<file path="config.mk">
export PLATFORM = sky130hd
export DESIGN_NAME = refresh_pause_sched
export DESIGN_NICKNAME = d
export VERILOG_FILES = /design/src/rtl/rp_pkg.sv /design/src/rtl/rp_interval_timer.sv /design/src/rtl/rp_owed_tracker.sv /design/src/rtl/rp_refresh_engine.sv /design/src/rtl/rp_grant_arbiter.sv /design/src/rtl/refresh_pause_sched.sv
export SDC_FILE = /design/constraint.sdc
export NUM_CORES = 1
export LEC_CHECK = 0
export ABC_AREA = 0
export BUFFER_PORTS_ARGS = -buffer_cell sky130_fd_sc_hd__buf_2
export CORE_MARGIN = 10
export CORE_UTILIZATION = 56
export DETAILED_ROUTE_END_ITERATION = 10
export PLACE_DENSITY = 0.86
export SYNTH_ARGS = -nofsm -noshare
export SYNTH_HDL_FRONTEND = slang
export SYNTH_SLANG_ARGS = --single-unit
</file>
<file path="constraint.sdc">
create_clock -name clk -period 5.4 [get_ports clk]
set_input_delay 1.35 -clock clk [delete_from_list [all_inputs] [get_ports clk]]
set_output_delay 1.35 -clock clk [all_outputs]
set_load 0.03 [all_outputs]
</file>
<file path="src/rtl/rp_pkg.sv">
// Shared types and helpers for the refresh-pausing scheduler.
package rp_pkg;

    // Refresh engine state: nothing running, bundle in progress, bundle paused
    typedef enum logic [1:0] {
        RP_IDLE = 2'd0,
        RP_RUN  = 2'd1,
        RP_HOLD = 2'd2
    } rp_state_e;

    // Granularity select to shift amount: 0 -> /1, 1 -> /2, 2 or 3 -> /4
    function automatic logic [1:0] gran_shift(input logic [1:0] g);
        logic [1:0] s;
        case (g)
            2'd0:    s = 2'd0;
            2'd1:    s = 2'd1;
            default: s = 2'd2;
        endcase
        return s;
    endfunction

endpackage

</file>
<file path="src/rtl/rp_interval_timer.sv">
// Interval timer: raises tick for one cycle once per refresh interval.
// Assumes: INTERVAL_BASE is a multiple of 8, so that every mode gives an
// interval of at least 1; a mode change only reshapes the current interval.
module rp_interval_timer #(
    parameter int INTERVAL_BASE = 64
) (
    input  logic       clk,
    input  logic       rst_n,
    input  logic [1:0] gran_mode,
    input  logic       hot_mode,
    output logic       tick
);
    import rp_pkg::*;

    localparam int CW = $clog2(INTERVAL_BASE + 1);

    logic [CW-1:0] cnt_q;
    logic [CW-1:0] intv;
    logic [2:0]    shamt;

    // Derive the interval length from the mode inputs
    always_comb begin
        shamt = {1'b0, gran_shift(gran_mode)} + {2'b00, hot_mode};
        intv  = CW'(INTERVAL_BASE) >> shamt;
    end

    // Tick in the last cycle of each interval
    always_comb tick = (cnt_q >= (intv - CW'(1)));

    // Advance the phase counter, wrapping at the interval end
    always_ff @(posedge clk) begin
        if (!rst_n)    cnt_q <= '0;
        else if (tick) cnt_q <= '0;
        else           cnt_q <= cnt_q + CW'(1);
    end

endmodule

</file>
<file path="src/rtl/rp_owed_tracker.sv">
// Owed-refresh counter: counts interval ticks up and finished bundles down.
// Assumes: done only arrives while the count is nonzero (the engine only
// runs a bundle when a refresh is owed).
module rp_owed_tracker #(
    parameter int OWED_LIMIT = 8
) (
    input  logic                              clk,
    input  logic                              rst_n,
    input  logic                              tick,
    input  logic                              done,
    output logic [$clog2(OWED_LIMIT+1)-1:0]   owed_cnt,
    output logic                              owed_any,
    output logic                              owed_full
);
    localparam int OW = $clog2(OWED_LIMIT + 1);

    logic [OW-1:0] owed_q;

    // Count up on ticks (saturating), down on bundle ends, hold on a tie
    always_ff @(posedge clk) begin
        if (!rst_n)
            owed_q <= '0;
        else if (tick && !done && (owed_q < OW'(OWED_LIMIT)))
            owed_q <= owed_q + OW'(1);
        else if (done && !tick)
            owed_q <= owed_q - OW'(1);
    end

    // Status decodes for the engine
    always_comb begin
        owed_cnt  = owed_q;
        owed_any  = (owed_q != '0);
        owed_full = (owed_q == OW'(OWED_LIMIT));
    end

endmodule

</file>
<file path="src/rtl/rp_refresh_engine.sv">
// Refresh engine: starts, pauses, resumes and finishes refresh bundles.
// Keeps the remaining work of a paused bundle and escalates to a forced,
// non-pausable bundle when the owed count is full.
// Assumes: RFC_BASE >= 4 so a 4x bundle lasts at least one cycle.
module rp_refresh_engine #(
    parameter int RFC_BASE = 16
) (
    input  logic                             clk,
    input  logic                             rst_n,
    input  logic                             rd_pend,
    input  logic                             owed_any,
    input  logic                             owed_full,
    input  logic [1:0]                       gran_mode,
    output logic                             ref_en,
    output logic                             ref_start,
    output logic                             ref_forced,
    output logic [$clog2(RFC_BASE+1)-1:0]    rem_cnt,
    output logic                             done,
    output logic                             claim_any,
    output logic                             claim_forced
);
    import rp_pkg::*;

    localparam int RW = $clog2(RFC_BASE + 1);

    rp_state_e     state_q, state_d;
    logic [RW-1:0] rem_q, rem_d;
    logic [RW-1:0] rfc_load;
    logic          forced_q, forced_d;
    logic          start_q, start_d;

    // Bundle length for the selected granularity
    always_comb rfc_load = RW'(RFC_BASE) >> gran_shift(gran_mode);

    // Next-state logic for start, pause, resume, escalation and completion
    always_comb begin
        state_d      = state_q;
        rem_d        = rem_q;
        forced_d     = forced_q;
        start_d      = 1'b0;
        done         = 1'b0;
        claim_any    = 1'b0;
        claim_forced = 1'b0;
        case (state_q)
            RP_IDLE: begin
                if (owed_full) begin
                    claim_any    = 1'b1;
                    claim_forced = 1'b1;
                    state_d      = RP_RUN;
                    rem_d        = rfc_load;
                    forced_d     = 1'b1;
                    start_d      = 1'b1;
                end else if (owed_any && !rd_pend) begin
                    claim_any = 1'b1;
                    state_d   = RP_RUN;
                    rem_d     = rfc_load;
                    forced_d  = 1'b0;
                    start_d   = 1'b1;
                end
            end
            RP_RUN: begin
                rem_d = rem_q - RW'(1);
                if (rem_q == RW'(1)) begin
                    done     = 1'b1;
                    state_d  = RP_IDLE;
                    forced_d = 1'b0;
                end else if (!forced_q && rd_pend) begin
                    state_d = RP_HOLD;
                end
            end
            RP_HOLD: begin
                if (owed_full) begin
                    claim_any    = 1'b1;
                    claim_forced = 1'b1;
                    forced_d     = 1'b1;
                    state_d      = RP_RUN;
                end else if (!rd_pend) begin
                    claim_any = 1'b1;
                    state_d   = RP_RUN;
                end
            end
            default: state_d = RP_IDLE;
        endcase
    end

    // Register the engine state
    always_ff @(posedge clk) begin
        if (!rst_n) begin
            state_q  <= RP_IDLE;
            rem_q    <= '0;
            forced_q <= 1'b0;
            start_q  <= 1'b0;
        end else begin
            state_q  <= state_d;
            rem_q    <= rem_d;
            forced_q <= forced_d;
            start_q  <= start_d;
        end
    end

    // Drive the outputs from registered state
    always_comb begin
        ref_en     = (state_q == RP_RUN);
        ref_start  = start_q;
        ref_forced = forced_q;
        rem_cnt    = rem_q;
    end

endmodule

</file>
<file path="src/rtl/rp_grant_arbiter.sv">
// Grant arbiter: gives the rank to a read or a write when refresh does not
// hold it. Reads beat writes; refresh work being claimed beats writes, and a
// forced claim beats reads as well.
module rp_grant_arbiter (
    input  logic rd_pend,
    input  logic wr_pend,
    input  logic ref_en,
    input  logic claim_any,
    input  logic claim_forced,
    output logic grant_rd,
    output logic grant_wr
);
    // Priority decode: forced refresh > read > refresh claim > write
    always_comb begin
        grant_rd = rd_pend && !ref_en && !claim_forced;
        grant_wr = wr_pend && !rd_pend && !ref_en && !claim_any;
    end

endmodule

</file>
<file path="src/rtl/refresh_pause_sched.sv">
// Refresh-pausing rank scheduler (top). Ties the interval timer, the owed
// counter, the refresh engine and the grant arbiter together.
// Assumes: mode inputs change only while no refresh is running; INTERVAL_BASE
// is the retention time over 8192 in clock cycles.
module refresh_pause_sched #(
    parameter int INTERVAL_BASE = 64,
    parameter int RFC_BASE      = 16,
    parameter int OWED_LIMIT    = 8
) (
    input  logic                             clk,
    input  logic                             rst_n,
    input  logic                             rd_pend,
    input  logic                             wr_pend,
    input  logic [1:0]                       gran_mode,
    input  logic                             hot_mode,
    output logic                             ref_en,
    output logic                             ref_start,
    output logic                             ref_forced,
    output logic                             grant_rd,
    output logic                             grant_wr,
    output logic [$clog2(OWED_LIMIT+1)-1:0]  owed_cnt,
    output logic [$clog2(RFC_BASE+1)-1:0]    rem_cnt
);
    logic tick;
    logic done;
    logic owed_any;
    logic owed_full;
    logic claim_any;
    logic claim_forced;

    rp_interval_timer #(
        .INTERVAL_BASE(INTERVAL_BASE)
    ) u_timer (
        .clk       (clk),
        .rst_n     (rst_n),
        .gran_mode (gran_mode),
        .hot_mode  (hot_mode),
        .tick      (tick)
    );

    rp_owed_tracker #(
        .OWED_LIMIT(OWED_LIMIT)
    ) u_owed (
        .clk       (clk),
        .rst_n     (rst_n),
        .tick      (tick),
        .done      (done),
        .owed_cnt  (owed_cnt),
        .owed_any  (owed_any),
        .owed_full (owed_full)
    );

    rp_refresh_engine #(
        .RFC_BASE(RFC_BASE)
    ) u_engine (
        .clk          (clk),
        .rst_n        (rst_n),
        .rd_pend      (rd_pend),
        .owed_any     (owed_any),
        .owed_full    (owed_full),
        .gran_mode    (gran_mode),
        .ref_en       (ref_en),
        .ref_start    (ref_start),
        .ref_forced   (ref_forced),
        .rem_cnt      (rem_cnt),
        .done         (done),
        .claim_any    (claim_any),
        .claim_forced (claim_forced)
    );

    rp_grant_arbiter u_arb (
        .rd_pend      (rd_pend),
        .wr_pend      (wr_pend),
        .ref_en       (ref_en),
        .claim_any    (claim_any),
        .claim_forced (claim_forced),
        .grant_rd     (grant_rd),
        .grant_wr     (grant_wr)
    );

endmodule

</file>
==> Yosys cells after proc, flatten, opt, wreduce, memory -nomap -nowiden <==
Index checks and enable logic that the tools add are counted.
{ "word_totals": {"regBits": 20, "input_bits": 7, "output_inout_bits": 14} }
{ "op_classes": {"add_sub_neg": 6, "n_lt_le_gt_ge": 2, "eq_ne": 10, "n_shift": 2, "n_mux": 27, "bitwise": 1, "n_reduce_logical": 29} }
{ "op_table": {"columns": ["cell", "count"], "rows": [
  ["$mux W1", 12],
  ["$mux W2", 6],
  ["$logic_and A1 B1 Y1", 10],
  ["$mux W5", 2],
  ["$pmux W5 S2", 1],
  ["$mux W4", 2],
  ["$add A7 B1 Y7 const B", 1],
  ["$ge A7 B7 Y1", 1],
  ["$logic_not A1 Y1", 7],
  ["$shr A7 B3 Y7 const A", 1],
  ["$sub A7 B1 Y7 const B", 1],
  ["$ne A3 B3 Y1 const B", 2],
  ["$pmux W2 S3", 1],
  ["$eq A5 B1 Y1 const B", 1],
  ["$shr A5 B2 Y5 const A", 1],
  ["$sub A5 B1 Y5 const B", 1],
  ["$add A4 B1 Y4 const B", 1],
  ["$eq A2 B1 Y1 const B", 2],
  ["$eq A4 B4 Y1 const B", 1],
  ["$logic_not A2 Y1", 2],
  ["$lt A4 B4 Y1 const B", 1],
  ["$ne A2 B2 Y1 const B", 2],
  ["$pmux W2 S2", 1],
  ["$reduce_and A2 Y1", 2],
  ["13 further kinds", 15]
]} }

==> Longest topological paths before layout <==
Gate-level depths: netlist of run 1.
{ "depth": {"ltp_word": 10, "mapped_depth": 17} }

==> Hierarchy <==
Synthesis of run 1 repeated with hierarchy kept, for this count alone.
{ "unflattened": {"hier_cells": 169, "hier_area_um2": 1455.1} }
{ "modules_own_cells": {"columns": ["mod", "instances", "cells_per_inst", "area_per_inst_um2"], "rows": [
  ["rp_refresh_engine", 1, 80, 629.4],
  ["rp_interval_timer", 1, 56, 500.5],
  ["rp_owed_tracker", 1, 31, 297.8],
  ["rp_grant_arbiter", 1, 2, 27.5]
]} }

==> Least setup slack after synthesis of run 1 <==
OpenSTA, ideal clock, no wires.
{ "synth_path": {"kind": "input-to-reg", "start": "input gran_mode[0]", "end": "register u_owed.owed_q[3] (netlist: u_owed.owed_cnt[3])", "setup_time_ns": 0.075, "arrival_ns": 4.325, "t_required_ns": 5.325, "setup_slack_ns": 0.999, "stages": 16, "path_buffers": 0, "path_cell_list": "nor2b_1 > ha_1 > nand2b_1 > ha_1 > nor2_1 > a21oi_1 > ha_1 > nand4_1 > and3_1 > o21ai_1 > nand2_1 > ha_1 > a21o_1 > a21o_1 > or4_1 > a31oi_1"} }
{ "synth_via": {"elab_chain_len": 9, "elab_cells_between_ends": 13, "cone_classes": "2 x add/sub; 1 x order compare; 1 x eq/ne; 1 x shift; 2 x mux; 6 x reduce/logical"} }
{ "synth_lines": {"columns": ["item", "line", "text"], "rows": [
  ["start, declared", "refresh_pause_sched.sv:14", "input logic [1:0] gran_mode,"],
  ["$eq A2 B1 Y1 / $logic_not A2 Y1 (equally long branches)", "rp_pkg.sv:14", "case (g)"],
  ["$pmux W2 S2 (*)", "rp_pkg.sv:14", null],
  ["$add A2 B1 Y3 (*)", "rp_interval_timer.sv:23", "shamt = {1'b0, gran_shift(gran_mode)} + {2'b00, hot_mode};"],
  ["$shr A7 B3 Y7 (*)", "rp_interval_timer.sv:24", "intv = CW'(INTERVAL_BASE) >> shamt;"],
  ["$sub A7 B1 Y7 (*)", "rp_interval_timer.sv:28", "always_comb tick = (cnt_q >= (intv - CW'(1)));"],
  ["$ge A7 B7 Y1 (*)", "rp_interval_timer.sv:28", null],
  ["$logic_and A1 B1 Y1 / $logic_not A1 Y1 (equally long branches)", "rp_owed_tracker.sv:23, rp_owed_tracker.sv:25", null],
  ["$logic_and A1 B1 Y1, on equally long branches", "rp_owed_tracker.sv:23, rp_owed_tracker.sv:25", null],
  ["$mux W4 / $reduce_bool A2 Y1 (equally long branches)", null, null],
  ["end signal, assigned", "rp_owed_tracker.sv:24", "owed_q <= owed_q + OW'(1);"],
  ["end signal, assigned", "rp_owed_tracker.sv:26", "owed_q <= owed_q - OW'(1);"],
  ["end, declared", "rp_owed_tracker.sv:17", "logic [OW-1:0] owed_q;"]
]} }
Every way passes the cells marked *; elsewhere a longest branch is shown, timed or not.
A chain may end at the register's enable or synchronous reset.

==> Worst setup path after layout of run 1 <==
Same ends and word-level chain as after synthesis.

==> results of run 1 <==
-- path summary, 6_finish.rpt --
kind	to	slack [ns]	cells after the start
setup / recovery	u_owed.owed_cnt[3]	0.92	17
hold / removal	u_timer.cnt_q[0]	0.49	1
setup reg to reg	u_owed.owed_cnt[3]	2.64	10
hold reg to reg	u_timer.cnt_q[0]	0.49	1
-- layout make-up --
| class | count | area, um^2 | share of cell area, % |
|---|---|---|---|
| clock buffers | 4 | 36.3 | 2.36 |
| inverters | 9 | 33.8 | 2.20 |
| multi-input cells | 133 | 931 | 60.6 |
| flip-flops and latches | 20 | 400 | 26.1 |
| well taps | 28 | 35.0 | 2.28 |
| repair buffers | 20 | 100 | 6.51 |
-- through the flow --
stage          cells  instance area [um^2]  util, %  setup WS (ns)
6_report         214                  1540     67.5          0.918
5_1_grt          214                  1540     67.5          0.667
4_1_cts          214                  1540     67.5          0.928
3_5_place_dp     210                  1500     65.9          0.616
3_3_place_gp     210                  1500     65.9          0.767
2_1_floorplan    165                  1380        -          0.999
-- flip-flops by register name, summed over array words and instances (netlist names) --
name                 flops
u_owed.owed_cnt          4
u_timer.cnt_q            7
u_engine.ref_start       1
u_engine.ref_forced      1
u_engine.state_q         2
u_engine.rem_cnt         5
-- synthesized netlist by cell type (4+ instances only) --
cell       n
nand2b_1   5
a21oi_1    8
mux2i_1    6
dfxtp_1   20
nand3_1    7
nand2_1   16
nor2_1    16
inv_1      8
ha_1      18
o21ai_0    4
-- worst max-delay path: stages --
cell	delay, ns
buf_2	0.12
nor2b_1	0.13
ha_1	0.31
nand2b_1	0.18
ha_1	0.20
nor2_1	0.10
a21oi_1	0.05
ha_1	0.34
nand4_1	0.10
and3_1	0.18
o21ai_1	0.21
nand2_1	0.19
ha_1	0.31
a21o_1	0.17
a21o_1	0.19
or4_1	0.41
a31oi_1	0.17
-- cells by family (layout without fill, tap and decap cells) --
logic type               Yosys count  count (layout)  synth area share [%]
XOR/XNOR                           6               6                  3.82
buffers and inverters             12              33                  3.27
AND/OR/NAND/NOR                   72              72                  27.9
other                              1               1                 0.272
AO/OA/AOI/OAI                     29              29                  13.5
flip-flops                        20              20                  29.1
adder cells (fa/ha/maj)           19              19                  17.8
multiplexers                       6               6                  4.36
-- layer usage --
metal,routed length [um],vias up,share of wire [%]
met1,1370,575,44
met3,241,4,7.8
met2,1440,45,47
met4,28,0,0.91
li1,-,630,-
met5,0,-,0
-- power groups by stage --
stage                     Clock (mW)  Sequential (mW)  Combinational (mW)
after floorplan                    0            0.206               0.188
after global placement             0            0.190               0.256
after detailed placement           0            0.191               0.268
after CTS                     0.0894            0.188               0.270
after global routing          0.0978            0.193               0.298
final                         0.0871            0.189               0.272
==> reports/qor.yml, run 1 <==
yosys:
  synth.avg_cell_area_um2: 8.34
  yosysTopAreaCell: "dfxtp_1"
  seq_area_frac_synth_pct: 29.1
  yosys_warnings: 0
  yosysTopAreaCellShare_pct: 29.1
  synthTopCellsByArea: "dfxtp_1 (29%), ha_1 (16%), mux2i_1 (4.4%)"
  syn-instance-count: 165
  ys_async_sr_fraction_pct: 0
  syn-num-nets: 191
  yosysUniqueCellTypes: 44
  synth_seq_cells: 20
  synth-edff-count: 0
  ys.flop_type: "dfxtp_1"
  syn_area_um2: 1380
layout:
  drive_above_1_share_pct: 16.1
  layout_common_cells: "buf_2 (20), dfxtp_1 (20), ha_1 (18)"
  fillCellCount: 190
  area_delta_synth_final_pct: 11.6
  antenna_cells: 0
  finalNetCount: 213
clock_network:
  clockRootBuffer: "clkbuf_4"
  htreeDepth: 1
  cts_setup_buffers: 0
  cts_tree: "built"
  clock-sinks: 20
  cts_buffers: 3
  clkTransAtPathRegs_ns: 0.11
  cts_buffer_depth: 2
  clkLatencyLatePin_ns: 0.30
  cts-resized-gates: 0
  hold_buffers: 0
sta:
  period_share_pct: 83.0
  hold_viol: 0
  fin_tns_setup_ns: 0
  setup_viol: 0
  rsz0062_at_grt: "no"
  fmax_mhz: 223
  slew_violations: 0
  worstMarginPinSlew_ns: 0.550
  relSlewSlack_pct: 62.8
  fin_skew_ns: 0.00189
  holdWs_ns: 0.489
  min_period_ns: 4.48
critical_path:
  setup.worst_path.class: "in -> reg"
  crit_start: "gran_mode[0]"
  cp_max_fo: 6
  rr_startpoint: "u_engine.state_q[1]"
  critPathArrivalTime_ns: 4.71
  end_kind: "flop"
  required_ns: 5.63
  critPathLaunchType: "input pin"
route:
  drc: 0
  final_antenna_net_count: 0
  viasPerCell: 5.86
  post_drt_wl_per_cell_um: 14.4
  drtPass1Iterations: 4
  drtIter0Drc: 136
  num_vias: 1254
  routed_wl_um: 3070
global_routing:
  grt_pass1_wl_um: 5350
  grt_pass1_vias: 1217
  grtUsageMet3_pct: 3.42
  busiest_layer: "met2"
  grt_use_total_pct: 12.5
  antenna_found_initial: 0
  use_met2_pct: 21.1
  grt.overflow.total: 0
  grt_util_met1_pct: 15.3
  grt_max_degree: 18
run:
  cap_viol_max_count: 0
die:
  io_pins: 21
  die-area_um2: 4840
  die_h_um: 69.6
  start_util_pct: 60.5
  die_w_um: 69.6
  row_count: 17
  core_um2: 2280
power:
  seqPwrFrac_pct: 34.5
  max-vdd-ir-drop_uv: 319
  totalPowerFinal_mw: 0.548
  power_switching_mw: 0.245
  pwr-share-clk_pct: 15.9
  p_int_mw: 0.303
  swShare_pct: 44.8
  p_leak_nw: 0.715
  p_per_area_nw_per_um2: 357
  p_comb_share_pct: 49.6
place:
  hpwl_um: 2400
  place.gp.congestion: 0.800
  io_buffer_count: 20
worst_hold_path:
  hold_start: "u_timer.cnt_q[0]"
  hold_class: "reg -> reg"
outcome:
  status: "finished clean"
(Power assumes the default switching activity.)
==> inputs of run 2 (changes only) <==
ABC_AREA = 1   (was 0)
CORE_UTILIZATION = 51   (was 56)
PLACE_DENSITY = 0.82   (was 0.86)
clock period = 3.8 ns   (was 5.4 ns; I/O delays follow)
==> run 2 against run 1 <==
  * Non-clock buffer count increased by 2
  * Sequential share of layout area is 1.8 points lower
  * Critical path depth rose by 6
  * Flip-flop and latch count is the same
  * Hold slack worse by 0.011 ns
  * Via count grew 5.0%
  * Core utilization is 7.8 points lower
  * First-iteration DRC count down 43%
  * Critical endpoint unchanged
==> reports/qor.yml, run 2 <==
power:
  totalPowerFinal_mw: 0.877  # was 0.548 mW
  max-vdd-ir-drop_uv: 410  # was 319 uV
  p_leak_nw: 0.843  # was 0.715 nW
  p_per_area_nw_per_um2: 532  # was 357 nW/um^2
place:
  dpl_worst_slack_ns: -0.0923  # was 0.616 ns
  hpwl_um: 2320  # was 2400 um
  place.gp.congestion: 0.832  # was 0.800
  io_buffer_count: 20  # unchanged
  dpl-instance-area_um2: 1610  # was 1500 um^2
yosys:
  synthTopCellsByArea: "dfxtp_1 (27%), ha_1 (15%), nand2_1 (11%)"  # was dfxtp_1 (29%), ha_1 (16%), mux2i_1 (4.4%)
  yosysTopAreaCell: "dfxtp_1"  # unchanged
  syn-instance-count: 212  # was 165
  syn_area_um2: 1470  # was 1380 um^2
  synth.avg_cell_area_um2: 6.91  # was 8.34 um^2
  seq_area_frac_synth_pct: 27.3  # was 29.1%
  synth_seq_cells: 20  # unchanged
  yosys_warnings: 0  # unchanged
  yosysTopAreaCellShare_pct: 27.3  # was 29.1%
  yosysMostFrequentCell: "nand2_1"  # was dfxtp_1
  synth-edff-count: 0  # unchanged
  ys.flop_type: "dfxtp_1"  # unchanged
  syn-num-nets: 238  # was 191
  synth_commonest_cells: "nand2_1 (43), nor2_1 (40), inv_1 (30)"  # was dfxtp_1 (20), ha_1 (18), nand2_1 (16), nor2_1 (16)
  yosysUniqueCellTypes: 31  # was 44
  ys_async_sr_fraction_pct: 0  # unchanged
clock_network:
  clock-sinks: 20  # unchanged
  clkTransAtPathRegs_ns: 0.12  # was 0.11 ns
  cts_tree: "built"  # unchanged
  cts_buffers: 3  # unchanged
  cts-resized-gates: 0  # unchanged
  hold_buffers: 0  # unchanged
  clockRootBuffer: "clkbuf_4"  # unchanged
  htreeDepth: 1  # unchanged
  cts_buffer_depth: 2  # unchanged
  clkLatencyLatePin_ns: 0.30  # about the same
  cts_setup_buffers: 0  # unchanged
die:
  die_h_um: 73.6  # was 69.6 um
  die_w_um: 73.6  # was 69.6 um
  core_um2: 2760  # was 2280 um^2
  io_pins: 21  # unchanged
  start_util_pct: 53.1  # was 60.5%
  row_count: 19  # was 17
  die-area_um2: 5420  # was 4840 um^2
layout:
  layout_common_cells: "nand2_1 (42), nor2_1 (40), inv_1 (30)"  # was buf_2 (20), dfxtp_1 (20), ha_1 (18)
  area_delta_synth_final_pct: 12.5  # was 11.6%
  antenna_cells: 0  # unchanged
  largest_register_ffs: 7  # unchanged
  layout_commonest_cell: "nand2_1"
  drive_above_1_share_pct: 19.0  # was 16.1%
  finalNetCount: 264  # was 213
  final_core_utilization_pct: 59.8  # was 67.5%
  top_register: "u_timer.cnt_q"  # unchanged
  design_area_um2: 1650  # was 1540 um^2
route:
  num_vias: 1317  # was 1254
  drtIter0Drc: 77  # was 136
  viasPerCell: 4.91  # was 5.86
  final_antenna_net_count: 0  # unchanged
  drtPass1Iterations: 4  # unchanged
  routed_wl_um: 2800  # was 3070 um
  post_drt_wl_per_cell_um: 10.4  # was 14.4 um
  drc: 0  # unchanged
sta:
  setup_viol: 0  # unchanged
  period_share_pct: 91.5
  min_period_ns: 3.48
  fin_skew_ns: 0.00341  # was 0.00189 ns
  slew_violations: 0  # unchanged
  hold_viol: 0  # unchanged
  rsz0062_at_grt: "no"  # unchanged
  fmax_mhz: 288
  setup_slack_ns: 0.325  # was 0.918 ns
critical_path:
  rr_startpoint: "u_engine.state_q[1]"  # unchanged
  rrSetupSlack_ns: 1.56  # was 2.64 ns
  critPathLaunchType: "input pin"  # unchanged
  end_kind: "flop"  # unchanged
  rr_worst_depth: 13  # was 10
  reg2reg_to: "u_owed.owed_cnt[3]"  # unchanged
  required_ns: 4.01  # was 5.63 ns
  endpoint: "u_owed.owed_cnt[3]"  # unchanged
  critPathArrivalTime_ns: 3.68  # was 4.71 ns
  crit_start: "gran_mode[0]"  # unchanged
  setup.worst_path.class: "in -> reg"  # unchanged
  cp_max_fo: 3  # was 6
global_routing:
  antenna_found_initial: 0  # unchanged
  grt_use_total_pct: 10.9  # was 12.5%
  grt_max_degree: 14  # was 18
  grt_pass1_vias: 1263  # was 1217
  grt.overflow.total: 0  # unchanged
  grt_pass1_wl_um: 4950  # was 5350 um
run:
  cap_viol_max_count: 0  # unchanged
outcome:
  status: "finished clean"  # unchanged
worst_hold_path:
  hold_class: "reg -> reg"  # unchanged
==> run 2: worst min-delay path by stage <==
stage	start	slack (ns)	to	cells after the start
6_report	u_timer.cnt_q[0]	0.48	u_timer.cnt_q[0]	1
5_1_grt	u_timer.cnt_q[0]	0.52	u_timer.cnt_q[0]	1
4_1_cts	u_timer.cnt_q[0]	0.48	u_timer.cnt_q[0]	1
3_5_place_dp	u_timer.cnt_q[0]	0.46	u_timer.cnt_q[0]	1
3_3_place_gp	u_timer.cnt_q[0]	0.44	u_timer.cnt_q[0]	1
2_1_floorplan	u_timer.cnt_q[0]	0.43	u_timer.cnt_q[0]	1
==> run 2: area by class of cell <==
cell class | count | area (um^2)
Fill cell | 260 | 1110
Multi-Input combinational cell | 159 | 935
Sequential cell | 20 | 400
Inverter | 32 | 123
Timing Repair Buffer | 22 | 115
Tap cell | 31 | 38.8
Clock buffer | 4 | 36.3
==> run 2: through the flow <==
stage	instances	TNS [ns]	hold slack, ns
after floorplan	212	0	0.430
after global placement	264	0	0.443
after detailed placement	264	-0.0923	0.455
final	268	0	0.477
after CTS	268	0	0.484
after global routing	268	0	0.522
==> run 2: routing by layer <==
metal	vias up	track usage [%]	routed length, um	share of wire (%)
met5	-	0	0	0
met4	0	3.31	21	0.75
met3	2	2.69	117	4.2
met2	14	20.1	1340	48
met1	580	11.7	1320	47
li1	721	-	-	-
==> run 2: worst max-delay path: stages <==
cell and delay, ns:
buf_2 0.10, inv_1 0.04, nor2_1 0.14, ha_1 0.19, nand2_1 0.06, inv_1 0.10
nand2_1 0.08, ha_1 0.20, nor2_1 0.10, a21oi_1 0.05, ha_1 0.30, nand2_1 0.09
inv_1 0.05, a21oi_2 0.18, nand2_2 0.10, nand3_4 0.07, ha_1 0.26, a21oi_1 0.16
nand2_1 0.08, nor2_1 0.10, nand2_1 0.07, o21ai_0 0.15, nor2_1 0.06
==> run 2: cells by family after synthesis <==
group / after synthesis / synth area share [%]
DFF: 20 / 27.3
adders and majority gates: 19 / 16.7
buffers and inverters: 33 / 9.31
other: 1 / 0.256
xor gates and xnor gates: 4 / 2.39
AOI/OAI and AO/OA: 28 / 10.4
and+or+nand+nor: 107 / 33.6
==> run 2: where the power goes <==
| group | total [mW] | switching [mW] | internal [mW] |
|---|---|---|---|
| clock | 0.126 | 0.0677 | 0.0584 |
| sequential | 0.283 | 0.0355 | 0.247 |
| combinational | 0.468 | 0.316 | 0.153 |
